$ cat src/rtl/mcc_pkg.sv
package mcc_pkg;

   typedef enum logic [3:0] {
      ST_FETCH  = 4'd0,
      ST_DECODE = 4'd1,
      ST_ADDR   = 4'd2,
      ST_LOAD   = 4'd3,
      ST_LDWB   = 4'd4,
      ST_XFER   = 4'd5,
      ST_STORE  = 4'd6,
      ST_EXEC   = 4'd7,
      ST_EXWB   = 4'd8
   } mcc_state_e;

   localparam int NUM_ST  = 9;
   localparam int STATE_W = 4;

   typedef enum logic [3:0] {
      IC_BAD, IC_ALU_R, IC_ALU_I, IC_LOAD, IC_STORE, IC_JUMP,
      IC_LINK, IC_JREG, IC_SYSC, IC_BEQ, IC_BNE, IC_BLTZ
   } mcc_cls_e;

   localparam int ALUFN_W = 5;

   // word layout {class[1:0], subtract, logic[1:0]}
   localparam logic [ALUFN_W-1:0] AF_LUI = 5'b00000;
   localparam logic [ALUFN_W-1:0] AF_SLT = 5'b01100;
   localparam logic [ALUFN_W-1:0] AF_ADD = 5'b10000;
   localparam logic [ALUFN_W-1:0] AF_SUB = 5'b10100;
   localparam logic [ALUFN_W-1:0] AF_AND = 5'b11000;
   localparam logic [ALUFN_W-1:0] AF_OR  = 5'b11001;
   localparam logic [ALUFN_W-1:0] AF_XOR = 5'b11010;
   localparam logic [ALUFN_W-1:0] AF_NOR = 5'b11011;

   localparam logic [5:0] OPC_RFMT = 6'd0;
   localparam logic [5:0] OPC_BLTZ = 6'd1;
   localparam logic [5:0] OPC_J    = 6'd2;
   localparam logic [5:0] OPC_JAL  = 6'd3;
   localparam logic [5:0] OPC_BEQ  = 6'd4;
   localparam logic [5:0] OPC_BNE  = 6'd5;
   localparam logic [5:0] OPC_ADDI = 6'd8;
   localparam logic [5:0] OPC_SLTI = 6'd10;
   localparam logic [5:0] OPC_ANDI = 6'd12;
   localparam logic [5:0] OPC_ORI  = 6'd13;
   localparam logic [5:0] OPC_XORI = 6'd14;
   localparam logic [5:0] OPC_LUI  = 6'd15;
   localparam logic [5:0] OPC_LW   = 6'd35;
   localparam logic [5:0] OPC_SW   = 6'd43;

   localparam logic [5:0] FN_JR   = 6'd8;
   localparam logic [5:0] FN_SYSC = 6'd12;
   localparam logic [5:0] FN_ADD  = 6'd32;
   localparam logic [5:0] FN_SUB  = 6'd34;
   localparam logic [5:0] FN_AND  = 6'd36;
   localparam logic [5:0] FN_OR   = 6'd37;
   localparam logic [5:0] FN_XOR  = 6'd38;
   localparam logic [5:0] FN_NOR  = 6'd39;
   localparam logic [5:0] FN_SLT  = 6'd42;

   typedef struct packed {
      mcc_cls_e            cls;
      logic [ALUFN_W-1:0]  alu_fn;
   } mcc_dec_t;

   typedef struct packed {
      logic               pc_wr;
      logic [1:0]         pc_src;
      logic               jmp_sel;
      logic               addr_sel;
      logic               mem_rd;
      logic               mem_wr;
      logic               ir_wr;
      logic               reg_wr;
      logic [1:0]         reg_dst;
      logic [1:0]         wb_src;
      logic               alu_x_sel;
      logic [1:0]         alu_y_sel;
      logic [ALUFN_W-1:0] alu_fn;
   } mcc_ctrl_t;

endpackage

$ cat src/rtl/mcc_decode.sv
module mcc_decode
   import mcc_pkg::*;
#(
   parameter int OP_W = 6,
   parameter int FN_W = 6
) (
   input  logic [OP_W-1:0] opcode,
   input  logic [FN_W-1:0] funct,
   output mcc_dec_t        dec
);

   logic       op_hi_ok;
   logic       fn_hi_ok;
   logic [5:0] op6;
   logic [5:0] fn6;

   assign op6 = opcode[5:0];
   assign fn6 = funct[5:0];

   // extra upper bits, when present, must be zero for a legal code
   generate
      if (OP_W > 6) begin : g_op_wide
         assign op_hi_ok = ~|opcode[OP_W-1:6];
      end else begin : g_op_exact
         assign op_hi_ok = 1'b1;
      end
      if (FN_W > 6) begin : g_fn_wide
         assign fn_hi_ok = ~|funct[FN_W-1:6];
      end else begin : g_fn_exact
         assign fn_hi_ok = 1'b1;
      end
   endgenerate

   always_comb begin
      dec.cls    = IC_BAD;
      dec.alu_fn = AF_ADD;
      if (op_hi_ok) begin
         case (op6)
            OPC_RFMT: begin
               if (fn_hi_ok) begin
                  case (fn6)
                     FN_ADD:  begin dec.cls = IC_ALU_R; dec.alu_fn = AF_ADD; end
                     FN_SUB:  begin dec.cls = IC_ALU_R; dec.alu_fn = AF_SUB; end
                     FN_SLT:  begin dec.cls = IC_ALU_R; dec.alu_fn = AF_SLT; end
                     FN_AND:  begin dec.cls = IC_ALU_R; dec.alu_fn = AF_AND; end
                     FN_OR:   begin dec.cls = IC_ALU_R; dec.alu_fn = AF_OR;  end
                     FN_XOR:  begin dec.cls = IC_ALU_R; dec.alu_fn = AF_XOR; end
                     FN_NOR:  begin dec.cls = IC_ALU_R; dec.alu_fn = AF_NOR; end
                     FN_JR:   dec.cls = IC_JREG;
                     FN_SYSC: dec.cls = IC_SYSC;
                     default: dec.cls = IC_BAD;
                  endcase
               end
            end
            OPC_LUI:  begin dec.cls = IC_ALU_I; dec.alu_fn = AF_LUI; end
            OPC_ADDI: begin dec.cls = IC_ALU_I; dec.alu_fn = AF_ADD; end
            OPC_SLTI: begin dec.cls = IC_ALU_I; dec.alu_fn = AF_SLT; end
            OPC_ANDI: begin dec.cls = IC_ALU_I; dec.alu_fn = AF_AND; end
            OPC_ORI:  begin dec.cls = IC_ALU_I; dec.alu_fn = AF_OR;  end
            OPC_XORI: begin dec.cls = IC_ALU_I; dec.alu_fn = AF_XOR; end
            OPC_LW:   dec.cls = IC_LOAD;
            OPC_SW:   dec.cls = IC_STORE;
            OPC_J:    dec.cls = IC_JUMP;
            OPC_JAL:  dec.cls = IC_LINK;
            OPC_BEQ:  dec.cls = IC_BEQ;
            OPC_BNE:  dec.cls = IC_BNE;
            OPC_BLTZ: dec.cls = IC_BLTZ;
            default:  dec.cls = IC_BAD;
         endcase
      end
   end

endmodule

$ cat src/rtl/mcc_seq.sv
module mcc_seq
   import mcc_pkg::*;
#(
   parameter bit ONE_HOT = 1'b0
) (
   input  logic       clk,
   input  logic       rst_n,
   input  mcc_cls_e   cls,
   output mcc_state_e st
);

   mcc_state_e nxt;

   always_comb begin
      case (st)
         ST_FETCH:  nxt = ST_DECODE;
         ST_DECODE: begin
            case (cls)
               IC_ALU_R, IC_ALU_I: nxt = ST_EXEC;
               IC_LOAD, IC_STORE:  nxt = ST_ADDR;
               IC_JUMP, IC_LINK, IC_JREG, IC_SYSC,
               IC_BEQ, IC_BNE, IC_BLTZ: nxt = ST_XFER;
               default:            nxt = ST_FETCH;
            endcase
         end
         ST_ADDR:   nxt = (cls == IC_LOAD) ? ST_LOAD : ST_STORE;
         ST_LOAD:   nxt = ST_LDWB;
         ST_EXEC:   nxt = ST_EXWB;
         default:   nxt = ST_FETCH;
      endcase
   end

   generate
      if (ONE_HOT) begin : g_onehot
         logic [NUM_ST-1:0]  oh_q;
         logic [STATE_W-1:0] st_bin;

         always_ff @(posedge clk or negedge rst_n) begin
            if (!rst_n) oh_q <= NUM_ST'(1);
            else        oh_q <= NUM_ST'(1) << nxt;
         end

         always_comb begin
            st_bin = '0;
            for (int i = 0; i < NUM_ST; i++) begin
               if (oh_q[i]) st_bin = STATE_W'(i);
            end
         end
         assign st = mcc_state_e'(st_bin);

         p_onehot_r1: assert property (@(posedge clk) disable iff (!rst_n)
            $countones(oh_q) == 1)
            else $error("state vector not one-hot");
      end else begin : g_binary
         mcc_state_e st_q;

         always_ff @(posedge clk or negedge rst_n) begin
            if (!rst_n) st_q <= ST_FETCH;
            else        st_q <= nxt;
         end
         assign st = st_q;
      end
   endgenerate

   p_fetch_to_decode_r2: assert property (@(posedge clk) disable iff (!rst_n)
      st == ST_FETCH |=> st == ST_DECODE)
      else $error("fetch not followed by decode");

   p_exec_to_wb_r4: assert property (@(posedge clk) disable iff (!rst_n)
      st == ST_EXEC |=> st == ST_EXWB)
      else $error("execute not followed by writeback");

   p_load_to_wb_r6: assert property (@(posedge clk) disable iff (!rst_n)
      st == ST_LOAD |=> st == ST_LDWB)
      else $error("load read not followed by writeback");

   p_wb_ends_r10: assert property (@(posedge clk) disable iff (!rst_n)
      (st == ST_LDWB || st == ST_EXWB || st == ST_STORE || st == ST_XFER)
      |=> st == ST_FETCH)
      else $error("final state not followed by fetch");

endmodule

$ cat src/rtl/mcc_outgen.sv
module mcc_outgen
   import mcc_pkg::*;
(
   input  mcc_state_e st,
   input  mcc_dec_t   dec,
   input  logic       alu_zero,
   input  logic       alu_sign,
   output mcc_ctrl_t  ctl
);

   always_comb begin
      ctl = '0;
      case (st)
         ST_FETCH: begin
            ctl.addr_sel  = 1'b0;
            ctl.mem_rd    = 1'b1;
            ctl.ir_wr     = 1'b1;
            ctl.alu_x_sel = 1'b0;
            ctl.alu_y_sel = 2'd0;
            ctl.alu_fn    = AF_ADD;
            ctl.pc_src    = 2'd3;
            ctl.pc_wr     = 1'b1;
         end
         ST_DECODE: begin
            ctl.alu_x_sel = 1'b0;
            ctl.alu_y_sel = 2'd3;
            ctl.alu_fn    = AF_ADD;
         end
         ST_EXEC: begin
            ctl.alu_x_sel = 1'b1;
            ctl.alu_y_sel = (dec.cls == IC_ALU_R) ? 2'd1 : 2'd2;
            ctl.alu_fn    = dec.alu_fn;
         end
         ST_EXWB: begin
            ctl.reg_wr  = 1'b1;
            ctl.reg_dst = (dec.cls == IC_ALU_R) ? 2'd1 : 2'd0;
            ctl.wb_src  = 2'd1;
         end
         ST_ADDR: begin
            ctl.alu_x_sel = 1'b1;
            ctl.alu_y_sel = 2'd2;
            ctl.alu_fn    = AF_ADD;
         end
         ST_LOAD: begin
            ctl.addr_sel = 1'b1;
            ctl.mem_rd   = 1'b1;
         end
         ST_LDWB: begin
            ctl.reg_wr  = 1'b1;
            ctl.reg_dst = 2'd0;
            ctl.wb_src  = 2'd0;
         end
         ST_STORE: begin
            ctl.addr_sel = 1'b1;
            ctl.mem_wr   = 1'b1;
         end
         ST_XFER: begin
            ctl.alu_x_sel = 1'b1;
            ctl.alu_y_sel = 2'd1;
            ctl.alu_fn    = AF_SUB;
            case (dec.cls)
               IC_JUMP: begin
                  ctl.pc_wr   = 1'b1;
                  ctl.jmp_sel = 1'b0;
                  ctl.pc_src  = 2'd0;
               end
               IC_LINK: begin
                  ctl.pc_wr   = 1'b1;
                  ctl.jmp_sel = 1'b0;
                  ctl.pc_src  = 2'd0;
                  ctl.reg_wr  = 1'b1;
                  ctl.reg_dst = 2'd2;
                  ctl.wb_src  = 2'd2;
               end
               IC_SYSC: begin
                  ctl.pc_wr   = 1'b1;
                  ctl.jmp_sel = 1'b1;
                  ctl.pc_src  = 2'd0;
               end
               IC_JREG: begin
                  ctl.pc_wr  = 1'b1;
                  ctl.pc_src = 2'd1;
               end
               IC_BEQ: begin
                  ctl.pc_src = 2'd2;
                  ctl.pc_wr  = alu_zero;
               end
               IC_BNE: begin
                  ctl.pc_src = 2'd2;
                  ctl.pc_wr  = ~alu_zero;
               end
               IC_BLTZ: begin
                  ctl.pc_src = 2'd2;
                  ctl.pc_wr  = alu_sign;
               end
               default: ctl.pc_wr = 1'b0;
            endcase
         end
         default: ctl = '0;
      endcase
   end

endmodule

$ cat src/rtl/mc_ctrl_fsm.sv
module mc_ctrl_fsm
   import mcc_pkg::*;
#(
   parameter int OP_W    = 6,
   parameter int FN_W    = 6,
   parameter bit ONE_HOT = 1'b0
) (
   input  logic                clk,
   input  logic                rst_n,
   input  logic [OP_W-1:0]     opcode,
   input  logic [FN_W-1:0]     funct,
   input  logic                alu_zero,
   input  logic                alu_sign,
   output logic                pc_wr,
   output logic [1:0]          pc_src,
   output logic                jmp_sel,
   output logic                addr_sel,
   output logic                mem_rd,
   output logic                mem_wr,
   output logic                ir_wr,
   output logic                reg_wr,
   output logic [1:0]          reg_dst,
   output logic [1:0]          wb_src,
   output logic                alu_x_sel,
   output logic [1:0]          alu_y_sel,
   output logic [ALUFN_W-1:0]  alu_fn,
   output logic [STATE_W-1:0]  state_o
);

   generate
      if (OP_W < 6) begin : g_bad_op_w
         $error("OP_W must be at least 6");
      end
      if (FN_W < 6) begin : g_bad_fn_w
         $error("FN_W must be at least 6");
      end
   endgenerate

   mcc_dec_t   dec;
   mcc_state_e st;
   mcc_ctrl_t  ctl;

   mcc_decode #(.OP_W(OP_W), .FN_W(FN_W)) u_decode (
      .opcode (opcode),
      .funct  (funct),
      .dec    (dec)
   );

   mcc_seq #(.ONE_HOT(ONE_HOT)) u_seq (
      .clk   (clk),
      .rst_n (rst_n),
      .cls   (dec.cls),
      .st    (st)
   );

   mcc_outgen u_outgen (
      .st       (st),
      .dec      (dec),
      .alu_zero (alu_zero),
      .alu_sign (alu_sign),
      .ctl      (ctl)
   );

   assign pc_wr     = ctl.pc_wr;
   assign pc_src    = ctl.pc_src;
   assign jmp_sel   = ctl.jmp_sel;
   assign addr_sel  = ctl.addr_sel;
   assign mem_rd    = ctl.mem_rd;
   assign mem_wr    = ctl.mem_wr;
   assign ir_wr     = ctl.ir_wr;
   assign reg_wr    = ctl.reg_wr;
   assign reg_dst   = ctl.reg_dst;
   assign wb_src    = ctl.wb_src;
   assign alu_x_sel = ctl.alu_x_sel;
   assign alu_y_sel = ctl.alu_y_sel;
   assign alu_fn    = ctl.alu_fn;
   assign state_o   = st;

   p_irwr_then_decode_r2: assert property (@(posedge clk) disable iff (!rst_n)
      ir_wr |=> state_o == 4'd1)
      else $error("IR load not followed by decode");

   p_memwr_store_r7: assert property (@(posedge clk) disable iff (!rst_n)
      mem_wr |-> (state_o == 4'd6 && addr_sel))
      else $error("memory write outside store state");

   p_memrd_states_r6: assert property (@(posedge clk) disable iff (!rst_n)
      mem_rd |-> (state_o == 4'd0 || state_o == 4'd3))
      else $error("memory read outside fetch or load");

   p_beq_gate_r8: assert property (@(posedge clk) disable iff (!rst_n)
      (state_o == 4'd5 && opcode == OP_W'(4)) |-> (pc_wr == alu_zero))
      else $error("beq PC write not following zero flag");

   p_regwr_states_r10: assert property (@(posedge clk) disable iff (!rst_n)
      reg_wr |-> (state_o == 4'd4 || state_o == 4'd8 ||
                  (state_o == 4'd5 && opcode == OP_W'(3))))
      else $error("register write in wrong state");

endmodule

$ cat config.mk
export PLATFORM = sky130hd
export DESIGN_NAME = mc_ctrl_fsm
export DESIGN_NICKNAME = d
export VERILOG_FILES = /design/src/rtl/mcc_pkg.sv /design/src/rtl/mcc_decode.sv /design/src/rtl/mcc_seq.sv /design/src/rtl/mcc_outgen.sv /design/src/rtl/mc_ctrl_fsm.sv
export SDC_FILE = /design/constraint.sdc
export NUM_CORES = 1
export LEC_CHECK = 0
export BUFFER_PORTS_ARGS = -buffer_cell sky130_fd_sc_hd__buf_2
export CORE_MARGIN = 2
export CORE_UTILIZATION = 51
export DETAILED_ROUTE_END_ITERATION = 10
export PLACE_DENSITY_LB_ADDON = 0.05
export SETUP_SLACK_MARGIN = 0.2
export SLEW_MARGIN = 20
export SYNTH_ARGS = -nofsm -noshare
export SYNTH_HDL_FRONTEND = slang
export SYNTH_SLANG_ARGS = --single-unit
$ cat constraint.sdc
create_clock -name clk -period 4.9 [get_ports clk]
set_input_delay 0.735 -clock clk [delete_from_list [all_inputs] [get_ports clk]]
set_output_delay 0.735 -clock clk [all_outputs]
set_load 0.05 [all_outputs]
Word-level counts from Yosys, hierarchy flattened:

Memories as Yosys holds them, arrays and structs flattened.
Index checks and enable logic that the tools add are counted.

* order comparisons: 0
* add/subtract/negate cells: 0
* div/mod/pow operators: 0
* multiplexer cells: 20
* reductions and logical operators: 8
* equality and inequality tests: 39
* multiply operators: 0
* shift-type cells: 0
* bitwise operators: 1

Operators by type and width (count)
* one-hot mux 5 bit (6 select lines): 2
* == test 6 bit (second input constant): 9
* == test 6 x 4 -> 1 bit (second input constant): 8
* one-hot mux 8 bit (5 select lines): 1
* one-hot mux 4 bit (9 select lines): 1
* == test 4 x 3 -> 1 bit (second input constant): 7
* == test 4 bit (second input constant): 5
* one-hot mux 4 bit (5 select lines): 1
* one-hot mux 5 bit (3 select lines): 1
* == test 4 x 2 -> 1 bit (second input constant): 3
* == test 6 x 2 -> 1 bit (second input constant): 2
* == test 6 x 3 -> 1 bit (second input constant): 2
* one-hot mux 4 bit (3 select lines): 1
* == test 4 x 1 -> 1 bit (second input constant): 2
* two-way mux 1 bit: 7
* OR reduction 7 bit: 1
* == test 6 x 1 -> 1 bit (second input constant): 1
* zero test 6 bit: 1
* one-hot mux 3 bit (2 select lines): 1
* OR reduction 6 bit: 1
* two-way mux 5 bit: 1
* zero test 4 bit: 1
* one-hot mux 1 bit (4 select lines): 1
* one-hot mux 2 bit (2 select lines): 1
* 6 further kinds: 7

* latch bits: 0
* memory bits (writable): 0
* output and inout port bits: 25
* bits of input ports: 16
* word-level logic and storage cells: 70
* bits in read-only memories: 48
* flip-flop bits (word level): 4
* memories kept: 1

Memories
* (name not given): depth 16, bits a word 3, rd ports 1, clocked after memory_dff 0, wr ports 0, line mcc_seq.sv:18 `case (cls)`

Depth between registers and ports, before layout:

Gate-level depths: netlist of run 1.

* word-level depth: 8
* gate-level depth with buffers: 11
* depth with buffers taken out: 10

Modules after synthesis:

A second synthesis of run 1 with hierarchy kept.

* cells, all modules: 142
* area total of the unflattened synthesis: 969.7 µm²

Modules (own cells, without submodules)
* mcc_outgen: cells an instance 60, instances 1, seq. area each 0.0 µm², area an instance 369.1 µm²
* mcc_decode: cells an instance 54, instances 1, seq. area each 0.0 µm², area an instance 337.8 µm²
* mcc_seq: cells an instance 28, instances 1, seq. area each 100.1 µm², area an instance 262.8 µm²

Worst setup path after synthesis of run 1:

No wires, ideal clock.

* path type: input to output
* start point: input funct[2]
* end point: output pc_wr
* data required time: 4.165 ns
* buffers on the path: 0
* setup slack: 0.865 ns
* arrival: 3.300 ns
* stages: 10
* cell sequence: nand2b_1 > a221oi_1 > nor2_1 > a2111o_1 > a21oi_1 > ha_1 > a21oi_1 > nand2_1 > a22oi_1 > o21ai_0

* longest elaborated chain between the ends: 8
* elaborated cells on any way between the ends: 22
* those cells by class: 16 x eq/ne; 4 x mux; 2 x reduce/logical

RTL lines
* start: declaration: line mc_ctrl_fsm.sv:11 `input logic [FN_W-1:0] funct,`
* == test 6 bit: line mcc_decode.sv:41 `case (fn6)`
* OR reduction 7 bit (no line)
* one-hot mux 4 bit (3 select lines) (*): line mcc_decode.sv:41
* one-hot mux 4 bit (9 select lines) (*): line mcc_decode.sv:38 `case (op6)`
* == test 4 x 3 -> 1 bit or == test 4 bit (tied branches): line mcc_outgen.sv:61 `case (dec.cls)`
* OR reduction 4 bit (no line)
* one-hot mux 1 bit (4 select lines) (*): line mcc_outgen.sv:61
* one-hot mux 3 bit (2 select lines) (*): line mcc_outgen.sv:13 `case (st)`
* end: declaration: line mc_ctrl_fsm.sv:14 `output logic pc_wr,`

Mark *: on every way between the ends. The rest lies on a longest branch, timed or not.

Worst setup path after layout of run 1:

* start point: input funct[2]
* end point: output pc_src[1]

* longest elaborated chain between the ends: 8
* elaborated cells on any way between the ends: 19
* those cells by class: 13 x eq/ne; 4 x mux; 2 x reduce/logical

RTL lines
* == test 6 bit: line mcc_decode.sv:41
* OR reduction 7 bit (no line)
* one-hot mux 4 bit (3 select lines) (*): line mcc_decode.sv:41
* one-hot mux 4 bit (9 select lines) (*): line mcc_decode.sv:38
* == test 4 bit: line mcc_outgen.sv:61
* OR reduction 3 bit (no line)
* one-hot mux 2 bit (2 select lines) (*): line mcc_outgen.sv:61
* one-hot mux 3 bit (2 select lines) (*): line mcc_outgen.sv:13
* end: declaration: line mc_ctrl_fsm.sv:15 `output logic [1:0] pc_src,`

Marked as above.

==> results.txt, run 1 <==
* Run status: finished, final reports clean
* Post-route clock period utilization: 77.67%
* Number of nets with antenna violations after detailed routing: 0
* Final setup TNS: 0 ns
* First-pass detailed-route iteration total: 4
- Row generation in the floorplan step produced 15 rows.
- Summing all multi-input logic gate instances after layout gives 772.0 µm².
- The total overflow left after global routing is 0.
- Clock group share of total power: 6.6%
- Net count of the finished layout: 194
- The register with the most flip-flops in the layout has 4 of them.
* Number of endpoints with negative hold slack in the final report: 0
* Instance area at placement: 1130 µm²
- Gate count of the mapped netlist: 136
* Final WL: 2440 µm
- Aggregate global-route resource usage: 23.46%
- Die area: 2196 µm²
* Max frequency: 0.2628 GHz
* Total number of H-tree levels: 1
- In this run, CTS created clock tree buffers numbering 3.
- Of the total power, combinational logic draws 80.4%.
- In this run the worst hold path is classified as input pin to async pin.
* Max_slew headroom: 70.04%
- The clock arrives with 0.003133 ns of skew.
- 0 antenna diodes ended up in the layout.
- Unique masters post-synth: 44
* Core region area: 1727 µm²
* Number of filler cells placed in the layout: 177
* Number of synthesis warnings: 0
- Of all nets on the critical path, the largest fanout is 4.
* Post-synthesis area per instance: 6.891 µm²
- Post-CTS Resized: 0
* Clock Tree Buf Depth: 2
* Standby leakage power: 0.0005634 µW
* Syn_nets: 157
- Average detailed-routed wire length per instance: 12.45 µm
- The clock net in this run drives a total of 4 sinks.
* Setup repair after global routing missed its margin: false
- The worst setup path is captured at an output port.
* Final critical delay including setup and external delays: 3.806 ns
* Element type at the critical path start: input pin
- Number of synthesized register bits: 4
- Fraction of power spent switching nets: 69.71%
* Switching power total: 432.6 µW
- Sorting the synthesized cells by area gives the leading types as sky130_fd_sc_hd__dfrtp_1 (11%), sky130_fd_sc_hd__nor2_1 (8.0%), sky130_fd_sc_hd__a21oi_1 (6.9%), sky130_fd_sc_hd__ha_1 (6.7%), sky130_fd_sc_hd__nand2_1 (6.0%).
- Avg Vias per Cell: 5.526
- Fraction of layout cells with a size suffix above 1: 32.75%
- Worst-Skew Late Latency: 0.24 ns
- In this run, the number of DRC markers left after iteration 0 of detailed routing was 20.
* Number of antenna violations at the first check in global routing: 0
* Fraction of post-synthesis cell area in the top cell type by area: 10.68%
- TritonCTS built the clock tree.
- For this configuration, the core starts out at a cell density of 54.28%.
- Clock transition at the registers of the reported paths: 0.04 ns
- Number of hold buffers added after CTS: 0
- Maximum vdd drop: 0.2624 mV
- The first global-routing pass estimated 3808 µm of wire.
- Number of synthesized flops with an enable pin: 0
- Leading post-synthesis cells by instance count: sky130_fd_sc_hd__nor2_1 (20), sky130_fd_sc_hd__nand2_1 (15), sky130_fd_sc_hd__a21oi_1 (13)
- Data required time of the critical path: 4.16 ns
* Via count of the first global-routing pass: 934
- In the routed design, unresolved DRC markers number 0.
- Input and output buffers added on the ports amount to 40.
- Endpoint arrival time on the critical path: 3.07 ns
- Mapped cell area: 937.1 µm²
* Classification of the worst setup path: input pin to output port
- Final Wtd Congestion: 0.9164
- Maximum number of pins on one net before global-route repair: 15
* Detailed-route via count: 1083
- The die is 46.87 µm wide.
* Post-synth top flop: sky130_fd_sc_hd__dfrtp_1
- Slack of the worst reg-to-reg path: 3.55 ns
* Pin slew with the least headroom to its limit: 0.4438 ns
* Die height: 46.87 µm
- Setup slack closes at 1.094 ns.
- Portion of the post-synthesis area used by sequential elements: 10.68%
- Yosys instantiated no cell more often than sky130_fd_sc_hd__nor2_1.
* Cell Int Power: 187.9 µW
* Max-cap violations: 0
* Number of buffers inserted by post-CTS setup repair: 0
- Summed over all nets, the half-perimeter wirelength after detailed placement is 1991 µm.
* Max-slew violations: 0
- Largest area contributor in the netlist: sky130_fd_sc_hd__dfrtp_1
* Register area: 100.1 µm²
* Cell at the root of the clock tree: sky130_fd_sc_hd__clkbuf_4
* Share of power burned in registers: 12.9%
* Power density normalized to cell area: 538.5 nW/µm²
* Async S/R FF share, synth: 100.0%
* Setup-failing EPs final: 0
* Count of boundary I/O pins: 41
- Prior to clock tree synthesis, the placed netlist has a worst setup slack of 1.114 ns.
- After routing the design area is 1152 µm².
- Compared with the post-synthesis result, the final layout area differs by 22.96%.
[final cells by class]
type | instances | share of cell area (%)
clock buffers | 3 | 1.954
well taps | 25 | 2.714
flip-flops and latches | 4 | 8.686
repair buffers | 40 | 17.37
inverters | 7 | 2.280
multi-input cells | 117 | 66.99
[cell usage in the layout, fill, tap and decap left out, types with 3 or more instances in the layout]
| cell | instances |
|---|---|
| sky130_fd_sc_hd__buf_2 | 40 |
| sky130_fd_sc_hd__nor2b_1 | 3 |
| sky130_fd_sc_hd__a21oi_1 | 13 |
| sky130_fd_sc_hd__nand2b_1 | 7 |
| sky130_fd_sc_hd__ha_1 | 5 |
| sky130_fd_sc_hd__nor3_1 | 5 |
| sky130_fd_sc_hd__nor2_1 | 20 |
| sky130_fd_sc_hd__nand3_1 | 3 |
| sky130_fd_sc_hd__clkbuf_4 | 3 |
| sky130_fd_sc_hd__inv_1 | 7 |
| sky130_fd_sc_hd__and3_1 | 3 |
| sky130_fd_sc_hd__nand2_1 | 15 |
| sky130_fd_sc_hd__o21ai_0 | 7 |
| sky130_fd_sc_hd__a22oi_1 | 3 |
| sky130_fd_sc_hd__dfrtp_1 | 4 |
[through the flow]
| stage | instances | hold WS, ns | power (µW) | util (%) |
|---|---|---|---|---|
| 6_report | 196 | 0.2945 | 620.5 | 66.74 |
| 5_1_grt | 196 | 0.2848 | 663.1 | 66.74 |
| 4_1_cts | 196 | 0.2917 | 623.5 | 66.74 |
| 3_5_place_dp | 193 | 0.5436 | 580.5 | 65.43 |
| 3_3_place_gp | 193 | 0.5390 | 577.3 | 65.43 |
| 2_1_floorplan | 136 | 0.4394 | 478.6 | - |
[cells by family (layout without fill, tap and decap cells)]
| group | Yosys count | after routing | share of synthesized area, % |
|---|---|---|---|
| compound gates | 40 | 40 | 30.71 |
| xor+xnor | 1 | 1 | 0.9348 |
| fa+ha+maj | 5 | 5 | 6.676 |
| buf+inv | 15 | 50 | 6.943 |
| flops | 4 | 4 | 10.68 |
| mux | 2 | 2 | 2.136 |
| simple gates | 69 | 69 | 41.92 |
[metal layers]
metal,global-route usage (%),vias up,wire length [µm]
met5,0,-,0
met4,5.000,0,20
met3,4.615,2,122
met2,44.38,34,1194
met1,26.96,484,1103
li1,-,563,-
[power groups by stage]
stage / logic [µW] / registers, µW / clock network, µW
floorplan: 383 / 95.3 / 0
global placement: 497 / 80.7 / 0
detailed placement: 500 / 80.8 / 0
CTS: 501 / 80.5 / 42.4
global route: 534 / 83.5 / 45.7
finish: 499 / 80.2 / 41.2
[worst paths after layout]
kind | from | end | cells past startpoint
max in group asynchronous | rst_n | u_seq.st[1] | 1
max | funct[2] | pc_src[1] | 10
max reg2reg | u_seq.st[0] | u_seq.st[0] | 5
min in group clk | u_seq.st[1] | u_seq.st[2] | 2
min | rst_n | u_seq.st[2] | 1
min reg2reg | u_seq.st[1] | u_seq.st[2] | 2
[worst max-delay path: stages]
cell and delay, ns:
sky130_fd_sc_hd__buf_2 0.12, sky130_fd_sc_hd__nand2b_1 0.15, sky130_fd_sc_hd__a221oi_1 0.26, sky130_fd_sc_hd__nor2_1 0.07, sky130_fd_sc_hd__a2111o_1 0.44, sky130_fd_sc_hd__a21o_1 0.21
sky130_fd_sc_hd__ha_1 0.24, sky130_fd_sc_hd__or3_1 0.38, sky130_fd_sc_hd__a31o_2 0.26, sky130_fd_sc_hd__buf_2 0.20
Note: power is estimated with default switching activity, not from simulation.
==> run 2: changes to the inputs <==
- ABC_AREA: unset -> 1
- CORE_ASPECT_RATIO: unset -> 1.5
- CORE_UTILIZATION: 51 -> 43
- clock period: 4.9 -> 3.2 ns (I/O delays scaled with it)
==> run 2 against run 1 <==
Compared with the run above:
- core utilization shrank 4.2 points
- sequential power grew 8.7%
- clock-buffer cell count unchanged
- flip-flop and latch count is the same
- clock power is 59% higher
- critical path type unchanged
- largest power group unchanged
==> results.txt, run 2 <==
- For this run, design rule violations remaining after detail routing come to 0.
* Clock transition at the registers of the reported paths: 0.04 ns
- Number of antenna violations at the first check in global routing: 0
* Largest area contributor in the netlist: sky130_fd_sc_hd__nand2_1
- Fraction of layout cells with a size suffix above 1: 36.32%
- Max FO, Critical Path: 5
* Leftover overflow at the end of global routing: 0
- Element type at the critical path start: input pin
- Leading post-synthesis cells by instance count: sky130_fd_sc_hd__nand2_1 (34), sky130_fd_sc_hd__inv_1 (26), sky130_fd_sc_hd__nor2_1 (25), sky130_fd_sc_hd__nand3_1 (23), sky130_fd_sc_hd__o21ai_0 (7)
- CTS tree: yes
- In this run, synthesis produced a sequential element count of 4.
- Max-slew violations: 0
- For the worst-skew pair, the clock arrives at the later sink with an insertion delay of 0.24 ns.
- Once detail routing completed, the nets flagged for antenna violations numbered 0.
- In this run the horizontal extent of the chip is 42.35 µm.
- After technology mapping, the gate count stands at 164.
* Post-synth top flop: sky130_fd_sc_hd__dfrtp_1
- Compared with the post-synthesis result, the final layout area differs by 35.22%.
- Overall power consumption after layout is estimated at 905.3 µW.
- Portion of the post-synthesis area used by sequential elements: 10.55%
- The count of buffers added on input and output ports is 40.
- Post-route clock period utilization: 89.36%
* Detailed placement HPWL: 2228 µm
* Total number of H-tree levels: 1
- At the worst endpoint, the required time is 2.72 ns.
- Leaving out fill and tap cells, the most frequent cell in the layout is sky130_fd_sc_hd__buf_2.
* Detailed-route via count: 1208
- The cell area that synthesis handed to floorplanning was 948.4 µm².
- Crit path capture type: output port
* Max-cap violations: 0
- Counting along the longest clock path gives a buffer depth of 2.
- The worst path in the final design needs a cycle of 2.860 ns, including I/O delays and setup.
- Worst clock skew: 0.001897 ns
* First-pass detailed-route iteration total: 4
- The die covers 2605 µm².
- Diodes inserted: 0
* Number of filler cells placed in the layout: 214
* Number of endpoints with negative hold slack in the final report: 0
* Highest-count cells in the layout ignoring fill and taps: sky130_fd_sc_hd__buf_2 (38), sky130_fd_sc_hd__nand2_1 (34), sky130_fd_sc_hd__inv_1 (26)
- Async S/R FF share, synth: 100.0%
- Post-layout util: 62.50%
- For this run, the post-layout net count is 235.
- In this run the cell area measured after placement is 1189 µm².
- The register with the most flip-flops in the layout has 4 of them.
- The initial utilization of the core area, before any placement, comes to 46.22%.
* Avg Vias per Cell: 5.162
- The worst setup path is of the input pin to output port kind.
- Entering global routing, the biggest net connects 10 pins.
* Fraction of post-synthesis cell area in the top cell type by area: 13.46%
* Final setup TNS: 0 ns
* Setup-failing EPs final: 0
* Worst path setup slack after routing: 0.3403 ns
- Core region area: 2052 µm²
- Number of hold buffers added after CTS: 0
* Count of boundary I/O pins: 41
- Global-route wire length before repair: 4319 µm
- Number of rows in the core area: 20
* Number of buffers created by CTS: 3
- Endpoint arrival time on the critical path: 2.38 ns
* Max frequency: 0.3497 GHz
* Post-place setup slack: 0.1918 ns
- Maximum vdd drop: 0.3270 mV
* Syn_nets: 185
- Run status: finished, final reports clean
- For the pin with the worst max-slew slack, the measured transition is 0.2918 ns.
- After synthesis, the netlist uses 29 different library cells.
- Post-synthesis area per instance: 5.783 µm²
- In the post-synthesis netlist, the cell with the most instances is sky130_fd_sc_hd__nand2_1.
- The min-delay analysis places its worst path in the category input pin to async pin.
- The die is 61.52 µm tall.
- CTS saw 4 sinks.
- After routing the design area is 1282 µm².
* Number of synthesis warnings: 0
- DRT iter0 DRCs: 8
- Counting flops with a built-in enable in the synthesized netlist gives 0.
* Cell at the root of the clock tree: sky130_fd_sc_hd__clkbuf_4
- Setup repair after global routing could not meet its margin everywhere.
- Power density normalized to cell area: 705.9 nW/µm²
* Aggregate global-route resource usage: 21.56%
- Top cells by area in the synthesized netlist: sky130_fd_sc_hd__nand2_1 (13%), sky130_fd_sc_hd__nand3_1 (12%), sky130_fd_sc_hd__dfrtp_1 (11%), sky130_fd_sc_hd__inv_1 (10%), sky130_fd_sc_hd__nor2_1 (9.9%)
- After detailed routing, the average wire length per cell comes to 11.21 µm.
* Final WL: 2624 µm
- Headroom to the max-slew limit came out at 80.48%.
* Standby leakage power: 0.0007580 µW
- The via count of the first global-routing pass was 1080.
* Final Wtd Congestion: 0.9366
-- run 2: metrics by stage --
stage,hold WS (ns),cells
global placement,0.2812,227
detailed placement,0.2864,227
finish,0.03103,234
floorplan,0.1844,164
global route,0.02377,234
CTS,0.02783,230
-- run 2: cells by family (layout without fill, tap and decap cells) --
group | count (synthesis) | after routing | synth area share, %
AOI/OAI and AO/OA | 20 | 20 | 12.27
adders and majority gates | 5 | 5 | 6.596
buffers and inverters | 32 | 79 | 13.06
DFF | 4 | 4 | 10.55
and+or+nand+nor | 103 | 104 | 57.52
-- run 2: critical path: stages --
cell,delay [ns]
sky130_fd_sc_hd__buf_2,0.10
sky130_fd_sc_hd__inv_2,0.05
sky130_fd_sc_hd__nor2_1,0.17
sky130_fd_sc_hd__nand3_2,0.13
sky130_fd_sc_hd__buf_4,0.17
sky130_fd_sc_hd__nor2_8,0.12
sky130_fd_sc_hd__nor4_2,0.07
sky130_fd_sc_hd__buf_4,0.15
sky130_fd_sc_hd__ha_1,0.22
sky130_fd_sc_hd__nor3_2,0.21
sky130_fd_sc_hd__o21bai_1,0.14
sky130_fd_sc_hd__nand3_1,0.09
sky130_fd_sc_hd__nand2_1,0.06
sky130_fd_sc_hd__nand2_1,0.04
sky130_fd_sc_hd__buf_4,0.18
-- run 2: power breakdown --
group / switching (µW) / total, µW / leakage [µW] / internal, µW
logic: 586 / 753 / 0.000692 / 167
registers: 19.6 / 87.2 / 0.0000526 / 67.6
clock network: 23.3 / 65.4 / 0.0000138 / 42.1
-- run 2: worst paths after layout --
check                                  from           to  slack, ns  cells after the start
worst max-delay path               funct[3]        pc_wr       0.34                     15
worst min-delay path                  rst_n  u_seq.st[0]       0.03                      1
worst max register to register  u_seq.st[3]  u_seq.st[0]       1.93                      5
worst min register to register  u_seq.st[0]  u_seq.st[3]       0.67                      2
max in group asynchronous             rst_n  u_seq.st[1]       3.05                      1
min in group clk                u_seq.st[0]  u_seq.st[3]       0.67                      2
-- run 2: timing repair --
action	in CTS	in global routing
cloned	0	1
setup endpoints to repair	1	2
pin swaps	0	5
resized for setup	1	11
setup buffers	0	3
-- run 2: metal layers --
metal  vias to the layer above  part of all wire [%]  global-route usage [%]
met4                         0                   3.3                   10.27
met2                        43                    55                   41.76
met1                       528                    36                   22.22
met5                         -                     0                       0
met3                        10                   5.3                   4.106
li1                        627                     -                       -
-- run 2: final cells by class --
cell class / count / area [µm²] / share of cell area, %
tap: 22 / 27.53 / 2.146
clock buffer: 3 / 22.52 / 1.756
timing repair buffer: 45 / 242.7 / 18.93
multi-input combinational: 129 / 773.2 / 60.29
inverter: 31 / 116.4 / 9.073
sequential: 4 / 100.1 / 7.805
==> run 3: changes to the inputs <==
- CORE_ASPECT_RATIO: 1.5 -> unset
- CORE_UTILIZATION: 43 -> 51
- clock period: 3.2 -> 3.48 ns (I/O delays scaled with it)
==> run 3 against run 2 <==
Compared with the run above:
- clock power decreased by 3.8%
- combinational power decreased by 10%
- sequential power decreased by 6.3%
- via count decreased by 2.4%
- register-to-register slack improved by 0.30 ns
- die area decreased by 15%
- clock skew increased by 0.00084 ns
- worst hold slack improved by 0.040 ns
- sequential share of layout area increased by 0.44 points
- power decreased by 9.6%
- highest routed layer unchanged
==> results.txt, run 3 (synthesized netlist as in run 2, its figures left out) <==
* Run status: finished, final reports clean
- IR analysis of the VDD net gives a maximum drop of 0.4529 mV.
- Number of hold buffers added after CTS: 0
* Count of boundary I/O pins: 41
- Maximum number of pins on one net before global-route repair: 10
- Die X-Extent: 47.13 µm
* Max_slew headroom: 74.98%
* Final critical delay including setup and external delays: 3.124 ns
- After clock tree synthesis, the clock-pin slew on the worst setup and hold paths is 0.04 ns.
- Die area: 2221 µm²
- On the worst path, the slowest cell contributes a delay of 0.25 ns.
* Detailed-route via count: 1179
* Post-route clock period utilization: 89.76%
* Clock Tree Buf Depth: 2
* Number of flip-flops in the largest register: 4
- Max FO, Critical Path: 3
- Before antenna repair, the detailed router went through 5 iterations.
- In this run the power density over the cells is 674.2 nW/µm².
- Total number of H-tree levels: 1
- Number of buffers added on ports: 40
- Once layout is done, the placed cells without fillers occupy 1214 µm².
- Cells traversed along the worst timing path: buf_2, nor2_1, nand3_1, nand4_1, nand2_1, nand3b_1, inv_1, ha_1, nor3_2, o21bai_1, nand3_1, nand2_1, nand2_1, buf_2
* Critical path's most frequent cell: sky130_fd_sc_hd__nand2_1
- Across the routed clock network, the largest skew measured is 0.002737 ns.
- Data on the critical path is required at its endpoint by 2.96 ns.
- Average detailed-routed wire length per instance: 10.54 µm
* Number of sinks on the clock net: 4
- In this design, the largest share of critical-path delay is due to simple AND/OR/NAND/NOR gates.
- Final hold slack: 0.07107 ns
- Final WL: 2435 µm
- Global-route wire length before repair: 3691 µm
* Highest-count cells in the layout ignoring fill and taps: sky130_fd_sc_hd__buf_2 (40), sky130_fd_sc_hd__nand2_1 (34), sky130_fd_sc_hd__inv_1 (26)
- The die is 47.13 µm tall.
- Pin slew with the least headroom to its limit: 0.3714 ns
- The area growth from synthesis to layout is 27.97%.
- Net count of the finished layout: 229
- Crit path capture type: output port
- STA puts the critical path data arrival time at 2.60 ns.
* Standard cell with the maximum stage delay on the critical path: sky130_fd_sc_hd__nand3_1
- Classification of the worst setup path: input pin to output port
- The cell sitting at the root of the clock tree is a sky130_fd_sc_hd__clkbuf_4.
- Number of buffers created by CTS: 3
* Final setup TNS: 0 ns
- Setup violations remaining at the end of the flow were counted as 0.
- Type of the tightest min-delay check: input pin to async pin
- Global routing used 22.95% of the available tracks across all layers.
- Routability-driven placement finished with a final weighted congestion of 0.9136.
- STA classifies the critical path startpoint as an input pin.
* Leftover overflow at the end of global routing: 0
- The wire-length estimate of the detail-placed layout is 2044 µm.
- Once the floorplan was initialized, standard cells occupied 54.34% of the core.
* Max-slew violations: 0
* CTS tree: yes
* Leading cell type in the layout, fill and taps excluded: sky130_fd_sc_hd__buf_2
* Avg Vias per Cell: 5.104
- Of the cells placed in the final design, the portion with a size suffix greater than 1 is 31.07%.
- Max frequency: 0.3201 GHz
- The detailed router finished its first iteration with 30 violations.
- At the later pin of the worst-skew pair, clock insertion delay measures 0.24 ns.
* Number of DRC violations after detailed routing: 0
- The detail route stage leaves a number of antenna-violating nets equal to 0.
- The tool flagged a number of max-cap violations equal to 0.
- Setup repair after global routing missed its margin: false
- The number of antenna diodes in the final layout is 0.
- After detailed placement, the total cell area comes to 1177 µm².
- Core region area: 1745 µm²
* Total design power: 818.2 µW
- Number of rows in the core area: 15
- The initial antenna violation count was 0.
- The via count of the first global-routing pass is 907.
- Crit path buffers/inverters: 3
- The number of hold-slack violations in the final timing report came to 0.
- Standby leakage power: 0.0007358 µW
==> run 3: area by class of cell <==
| class | count | area (µm²) |
|---|---|---|
| tap | 25 | 31.28 |
| inverter | 31 | 116.4 |
| fill | 159 | 531.8 |
| sequential | 4 | 100.1 |
| timing repair buffer | 40 | 200.2 |
| clock buffer | 3 | 22.52 |
| multi-input combinational | 128 | 743.2 |
==> run 3: final timing paths <==
kind | endpoint | cells after the start | slack [ns] | start
worst min-delay path | u_seq.st[3] | 1 | 0.07 | rst_n
min in group clk | u_seq.st[3] | 2 | 0.66 | u_seq.st[1]
worst min register to register | u_seq.st[3] | 2 | 0.66 | u_seq.st[1]
worst max register to register | u_seq.st[0] | 5 | 2.23 | u_seq.st[3]
worst max-delay path | pc_wr | 14 | 0.36 | funct[1]
max in group asynchronous | u_seq.st[2] | 1 | 3.29 | rst_n
==> run 3: where the power goes <==
group          switching, µW  internal, µW  total [µW]
sequential              19.6          62.1        81.7
clock                   24.0          38.9        62.9
combinational            533           140         674
total                    577           241         818
==> run 3: through the flow <==
step                setup WS (ns)  util, %  cells
detailed placement         0.2130    67.46    228
global route               0.2009    69.53    231
global placement           0.3624    67.46    228
floorplan                  0.5581        -    164
CTS                        0.2044    68.75    231
finish                     0.3563    69.53    231
==> run 3: metal layers <==
layer  part of all wire, %  global-route usage (%)  routed length, µm
met5                     0                       0                  0
met4                  0.33                   8.333                  8
met3                   5.3                   2.308                128
met2                    47                   36.44               1145
met1                    47                   32.11               1153
==> run 3: repair_timing <==
| action | 4_1_cts | 5_1_grt |
|---|---|---|
| endpoints found under the setup margin | 0 | 1 |
| setup buffers | 0 | 0 |
| resized for setup | 0 | 2 |
